--- src/rtl/stall_tmr_pkg.sv ---
package stall_tmr_pkg;
    localparam int unsigned DEF_CNT_W   = 15;
    localparam int unsigned DEF_EXP_W   = 4;
    localparam int unsigned DEF_EXP_MAX = 14;
endpackage

--- src/rtl/stall_tmr_cfg.sv ---
module stall_tmr_cfg #(
    parameter int unsigned CNT_W   = 15,
    parameter int unsigned EXP_W   = 4,
    parameter int unsigned EXP_MAX = 14
) (
    input  logic             clk,
    input  logic             rst_n,
    input  logic             ctrl_we,
    input  logic [CNT_W:0]   ctrl_wdata,
    input  logic             div_we,
    input  logic [EXP_W-1:0] div_wdata,
    output logic             en,
    output logic [CNT_W-1:0] lim,
    output logic [EXP_W-1:0] expn
);
    typedef struct packed {
        logic             en;
        logic [CNT_W-1:0] lim;
        logic [EXP_W-1:0] expn;
    } cfg_t;

    localparam logic [EXP_W-1:0] EXP_TOP = EXP_W'(EXP_MAX);

    cfg_t st_d, st_q;

    always_comb begin
        st_d = st_q;
        if (ctrl_we) begin
            st_d.en  = ctrl_wdata[CNT_W];
            st_d.lim = ctrl_wdata[CNT_W-1:0];
        end
        if (div_we) begin
            st_d.expn = (div_wdata > EXP_TOP) ? EXP_TOP : div_wdata;
        end
    end

    always_ff @(posedge clk or negedge rst_n) begin
        if (!rst_n) st_q <= '0;
        else        st_q <= st_d;
    end

    assign en   = st_q.en;
    assign lim  = st_q.lim;
    assign expn = st_q.expn;
endmodule

--- src/rtl/stall_tmr_presc.sv ---
module stall_tmr_presc #(
    parameter int unsigned PRE_W = 14,
    parameter int unsigned EXP_W = 4
) (
    input  logic             clk,
    input  logic             rst_n,
    input  logic             run,
    input  logic [EXP_W-1:0] expn,
    output logic             tick
);
    typedef struct packed {
        logic [PRE_W-1:0] pre;
    } presc_t;

    presc_t st_d, st_q;
    logic [PRE_W-1:0] wrap_val;

    always_comb begin
        wrap_val = ~({PRE_W{1'b1}} << expn);
        tick     = run && (st_q.pre == wrap_val);
        st_d     = st_q;
        if (!run)      st_d.pre = '0;
        else if (tick) st_d.pre = '0;
        else           st_d.pre = st_q.pre + 1'b1;
    end

    always_ff @(posedge clk or negedge rst_n) begin
        if (!rst_n) st_q <= '0;
        else        st_q <= st_d;
    end
endmodule

--- src/rtl/stall_tmr_cnt.sv ---
module stall_tmr_cnt #(
    parameter int unsigned CNT_W = 15
) (
    input  logic             clk,
    input  logic             rst_n,
    input  logic             run,
    input  logic             tick,
    input  logic [CNT_W-1:0] lim,
    output logic             tmo
);
    typedef struct packed {
        logic [CNT_W-1:0] cnt;
        logic             fired;
        logic             pulse;
    } cnt_t;

    cnt_t st_d, st_q;

    always_comb begin
        st_d       = st_q;
        st_d.pulse = 1'b0;
        if (!run) begin
            st_d.cnt   = '0;
            st_d.fired = 1'b0;
        end else if (tick && !st_q.fired) begin
            if (st_q.cnt == lim) begin
                st_d.fired = 1'b1;
                st_d.pulse = 1'b1;
            end else begin
                st_d.cnt = st_q.cnt + 1'b1;
            end
        end
    end

    always_ff @(posedge clk or negedge rst_n) begin
        if (!rst_n) st_q <= '0;
        else        st_q <= st_d;
    end

    assign tmo = st_q.pulse;
endmodule

--- src/rtl/stall_tmr.sv ---
module stall_tmr
    import stall_tmr_pkg::*;
#(
    parameter int unsigned CNT_W   = DEF_CNT_W,
    parameter int unsigned EXP_W   = DEF_EXP_W,
    parameter int unsigned EXP_MAX = DEF_EXP_MAX
) (
    input  logic             clk,
    input  logic             rst_n,
    input  logic             ctrl_we,
    input  logic [CNT_W:0]   ctrl_wdata,
    input  logic             div_we,
    input  logic [EXP_W-1:0] div_wdata,
    input  logic             stall_i,
    output logic [CNT_W:0]   ctrl_o,
    output logic [EXP_W-1:0] div_o,
    output logic             tmo_o
);
    localparam int unsigned PRE_W = (EXP_MAX > 0) ? EXP_MAX : 1;

    logic             en;
    logic [CNT_W-1:0] lim;
    logic [EXP_W-1:0] expn;
    logic             active;
    logic             tick;

    stall_tmr_cfg #(.CNT_W(CNT_W), .EXP_W(EXP_W), .EXP_MAX(EXP_MAX)) u_cfg (
        .clk(clk), .rst_n(rst_n),
        .ctrl_we(ctrl_we), .ctrl_wdata(ctrl_wdata),
        .div_we(div_we), .div_wdata(div_wdata),
        .en(en), .lim(lim), .expn(expn)
    );

    assign active = en && stall_i;

    stall_tmr_presc #(.PRE_W(PRE_W), .EXP_W(EXP_W)) u_presc (
        .clk(clk), .rst_n(rst_n), .run(active), .expn(expn), .tick(tick)
    );

    stall_tmr_cnt #(.CNT_W(CNT_W)) u_cnt (
        .clk(clk), .rst_n(rst_n), .run(active), .tick(tick),
        .lim(lim), .tmo(tmo_o)
    );

    assign ctrl_o = {en, lim};
    assign div_o  = expn;
endmodule

--- config.mk ---
export PLATFORM = sky130hd
export DESIGN_NAME = stall_tmr
export DESIGN_NICKNAME = d
export VERILOG_FILES = /design/src/rtl/stall_tmr_pkg.sv /design/src/rtl/stall_tmr_cfg.sv /design/src/rtl/stall_tmr_presc.sv /design/src/rtl/stall_tmr_cnt.sv /design/src/rtl/stall_tmr.sv
export SDC_FILE = /design/constraint.sdc
export NUM_CORES = 1
export LEC_CHECK = 0
export BUFFER_PORTS_ARGS = -buffer_cell sky130_fd_sc_hd__buf_2
export CORE_ASPECT_RATIO = 0.6
export CORE_MARGIN = 2
export CORE_UTILIZATION = 30
export CTS_BUF_LIST = sky130_fd_sc_hd__clkbuf_8
export DETAILED_ROUTE_END_ITERATION = 6
export GPL_ROUTABILITY_DRIVEN = 0
export PLACE_DENSITY = 0.45
export SYNTH_ARGS = -nofsm -noshare
export SYNTH_HDL_FRONTEND = slang
export SYNTH_SLANG_ARGS = --single-unit
--- constraint.sdc ---
create_clock -name clk -period 6.8 [get_ports clk]
set_clock_uncertainty 0.1 [all_clocks]
set_input_delay 0.34 -clock clk [delete_from_list [all_inputs] [get_ports clk]]
set_output_delay 0.34 -clock clk [all_outputs]
set_load 0.02 [all_outputs]
==> results.py <==
metrics = {
    "timing": {
        "finalHoldViolCount": 0,
        "tightest_slew_ns": 0.7771,
        "finalSetupViolCount": 0,
        "period_minus_slack_ns": 2.974,
        "fin_tns_setup_ns": 0,
        "slew_headroom_pct": 47.72,
        "rsz0062_at_grt": "false",
        "fin_crit_sh_pct": 43.73,
        "drv_slew": 0,
        "timing.hold.ws_ns": 0.02422,
        "max_freq_ghz": 0.3363,
        "fin_ws_ns": 3.826,
    },
    "power_and_ir_drop": {
        "power.density_mw_per_mm2": 197.2,
        "seqPwrFrac_pct": 52.0,
        "power.share.clock_pct": 33.7,
        "power_mw": 0.6538,
        "combinationalPowerShare_pct": 14.3,
        "switching_power_mw": 0.1859,
        "leakage_nw": 1.443,
        "ir_worst_vdd_mv": 0.07155,
        "p_int_mw": 0.4679,
        "sw_frac_of_total_pct": 28.44,
    },
    "logic_synthesis": {
        "synthCells": 290,
        "ys_ff_latch": 51,
        "synth_top_area_share_pct": 44.29,
        "synth_edf_count": 0,
        "synth_cell_type_count": 47,
        "yosys.area.top_type": "dfrtp_1",
        "async_flop_share_pct": 100.0,
        "syn_nets": 317,
        "synth.avg_cell_area_um2": 9.936,
        "ys_seq_area_share_pct": 44.29,
        "yosysWarnings": 0,
        "synth_area_mm2": 0.002882,
        "synth_ff_type": "dfrtp_1",
        "synth.area.top_cells": "dfrtp_1 (44%), mux2_2 (7.4%), xor2_1 (6.7%)",
    },
    "drt": {
        "drt_iter0_drc": 129,
        "drc": 0,
        "routedWlPerCell_um": 15.67,
        "vias": 2258,
        "viasPerCell": 4.919,
        "antenna_left": 0,
        "wirelength_mm": 7.194,
        "dr.pass1.iters": 4,
    },
    "floorplan": {
        "core_mm2": 0.009256,
        "pin_count": 46,
        "num_rows": 27,
        "initial_core_util_pct": 31.13,
        "die_height_um": 79.92,
        "die_x_um": 130.5,
        "die_area_mm2": 0.01043,
    },
    "cts": {
        "cts_tree": "done",
        "cts_sinks": 51,
        "cts-resized-gates": 0,
        "insertion_delay_ns": 0.31,
        "cts_hold_buf": 0,
        "post_cts_buffers": 0,
        "cts_made_buffers": 5,
        "root_buffer": "clkbuf_8",
        "clk_pin_slew_ns": 0.11,
        "ctsHtreeMaxLevel": 2,
        "clockBufferDepth": 2,
    },
    "finish": {
        "final_common_cell": "dfrtp_1",
        "layout.nets": 355,
        "syn2layout_area_growth_pct": 15.07,
        "drive_gt1_share_pct": 23.71,
        "final_cell_mix": "dfrtp_1 (51), buf_2 (45), nor2_1 (26)",
        "fin_cells": 459,
        "antenna_cells": 0,
    },
    "run": {
        "maxCapViolCount": 0,
    },
    "min_path": {
        "min_path_type": "in -> async",
    },
    "setup_path": {
        "worst_setup_path_start_kind": "flip-flop",
        "reg2reg_depth": 8,
        "arrival_ns": 3.08,
        "end_kind": "flip-flop",
        "ff2ff_setup_slack_ns": 3.83,
        "path_class": "reg -> reg",
        "r2r_end": "u_cnt.st_q[2]",
        "crit_fanout": 29,
        "r2r_start": "u_cfg.expn[3]",
        "worstPathRequired_ns": 6.91,
    },
    "global_routing": {
        "grt_max_degree": 52,
        "grt_usage_pct": 15.09,
        "grt_overflow": 0,
        "grt_pass1_vias": 2129,
        "antenna_found_initial": 0,
        "grt_pass1_wl_mm": 12.04,
    },
    "run_status": {
        "status": "finished clean",
    },
    "placement": {
        "pre_cts_ws_ns": 3.825,
        "placedCellCount": 451,
        "port_buffers": 45,
        "hpwl_mm": 5.211,
    },
}
## power groups by stage
stage | registers, mW | clock network [mW] | logic [mW]
2_1_floorplan | 0.348 | 0 | 0.0561
3_3_place_gp | 0.346 | 0 | 0.0945
3_5_place_dp | 0.346 | 0 | 0.0947
4_1_cts | 0.340 | 0.231 | 0.0952
5_1_grt | 0.344 | 0.246 | 0.104
6_report | 0.340 | 0.221 | 0.0935
## worst max path at each step
stage                               end  slack [ns]  cells past startpoint          start
after CTS                 u_cnt.st_q[2]        3.81                      8  u_cfg.expn[3]
after detailed placement  u_cnt.st_q[2]        3.82                      8  u_cfg.expn[3]
after global placement    u_cnt.st_q[2]        3.92                      8  u_cfg.expn[3]
after floorplan           u_cnt.st_q[2]        4.31                      9  u_cfg.expn[3]
final                     u_cnt.st_q[2]        3.83                      8  u_cfg.expn[3]
after global routing      u_cnt.st_q[2]        3.53                      8  u_cfg.expn[3]
## registers in the layout, indices dropped and copies added (netlist names)
register      cells
u_cnt.st_q       16
u_cfg.en          1
u_cfg.expn        4
u_cnt.tmo         1
u_presc.st_q     14
u_cfg.lim        15
## cell type report
class / count / area [um^2]
clock inverters: 3 / 42.54
well taps: 130 / 162.7
fillers: 992 / 5941
multi-input cells: 211 / 1476
inverters: 11 / 41.29
flip-flops and latches: 51 / 1276
clock buffers: 5 / 68.82
repair buffers: 48 / 247.7
## synthesized netlist by cell type, types with 3 or more instances
library cell / number
nand4_1: 4
clkbuf_1: 7
and3_1: 11
nor2_1: 26
nand2_1: 15
dfrtp_1: 51
o21ai_0: 9
buf_2: 5
nand3b_1: 3
xnor2_1: 8
o22a_1: 7
mux2_2: 19
buf_4: 3
inv_1: 11
a21oi_1: 4
mux2i_1: 6
nor4_1: 7
a2bb2oi_1: 6
xor2_1: 22
nand3_1: 25
nor3_1: 3
o21ai_1: 7
## routing by layer
metal	up-vias	global-route usage [%]	part of all wire, %
met5	-	0	0
met4	0	2.872	0.67
met3	5	2.949	5.4
met2	42	18.23	37
met1	1102	26.04	57
li1	1109	-	-
## cells by family after synthesis
logic type	synth area share [%]
AND/OR/NAND/NOR	19.89
flip-flops	44.29
AO/OA/AOI/OAI	11.20
XOR/XNOR	9.118
buffers and inverters	4.776
multiplexers	9.510
adder cells (fa/ha/maj)	1.216
## worst max-delay path, cell delays in order, from the launching register on
cell,delay (ns)
dfrtp_1,0.80
nor3_1,0.14
a211o_1,0.33
nor4_2,0.20
o2111ai_1,0.27
nor4b_4,0.32
buf_4,0.34
nor2_1,0.09
mux2_2,0.28
## through the flow
step,instance area [um^2],util (%)
floorplan,2882,-
global placement,3204,34.62
detailed placement,3204,34.62
CTS,3316,35.82
global route,3316,35.82
finish,3316,35.82
(Power assumes the default switching activity.)
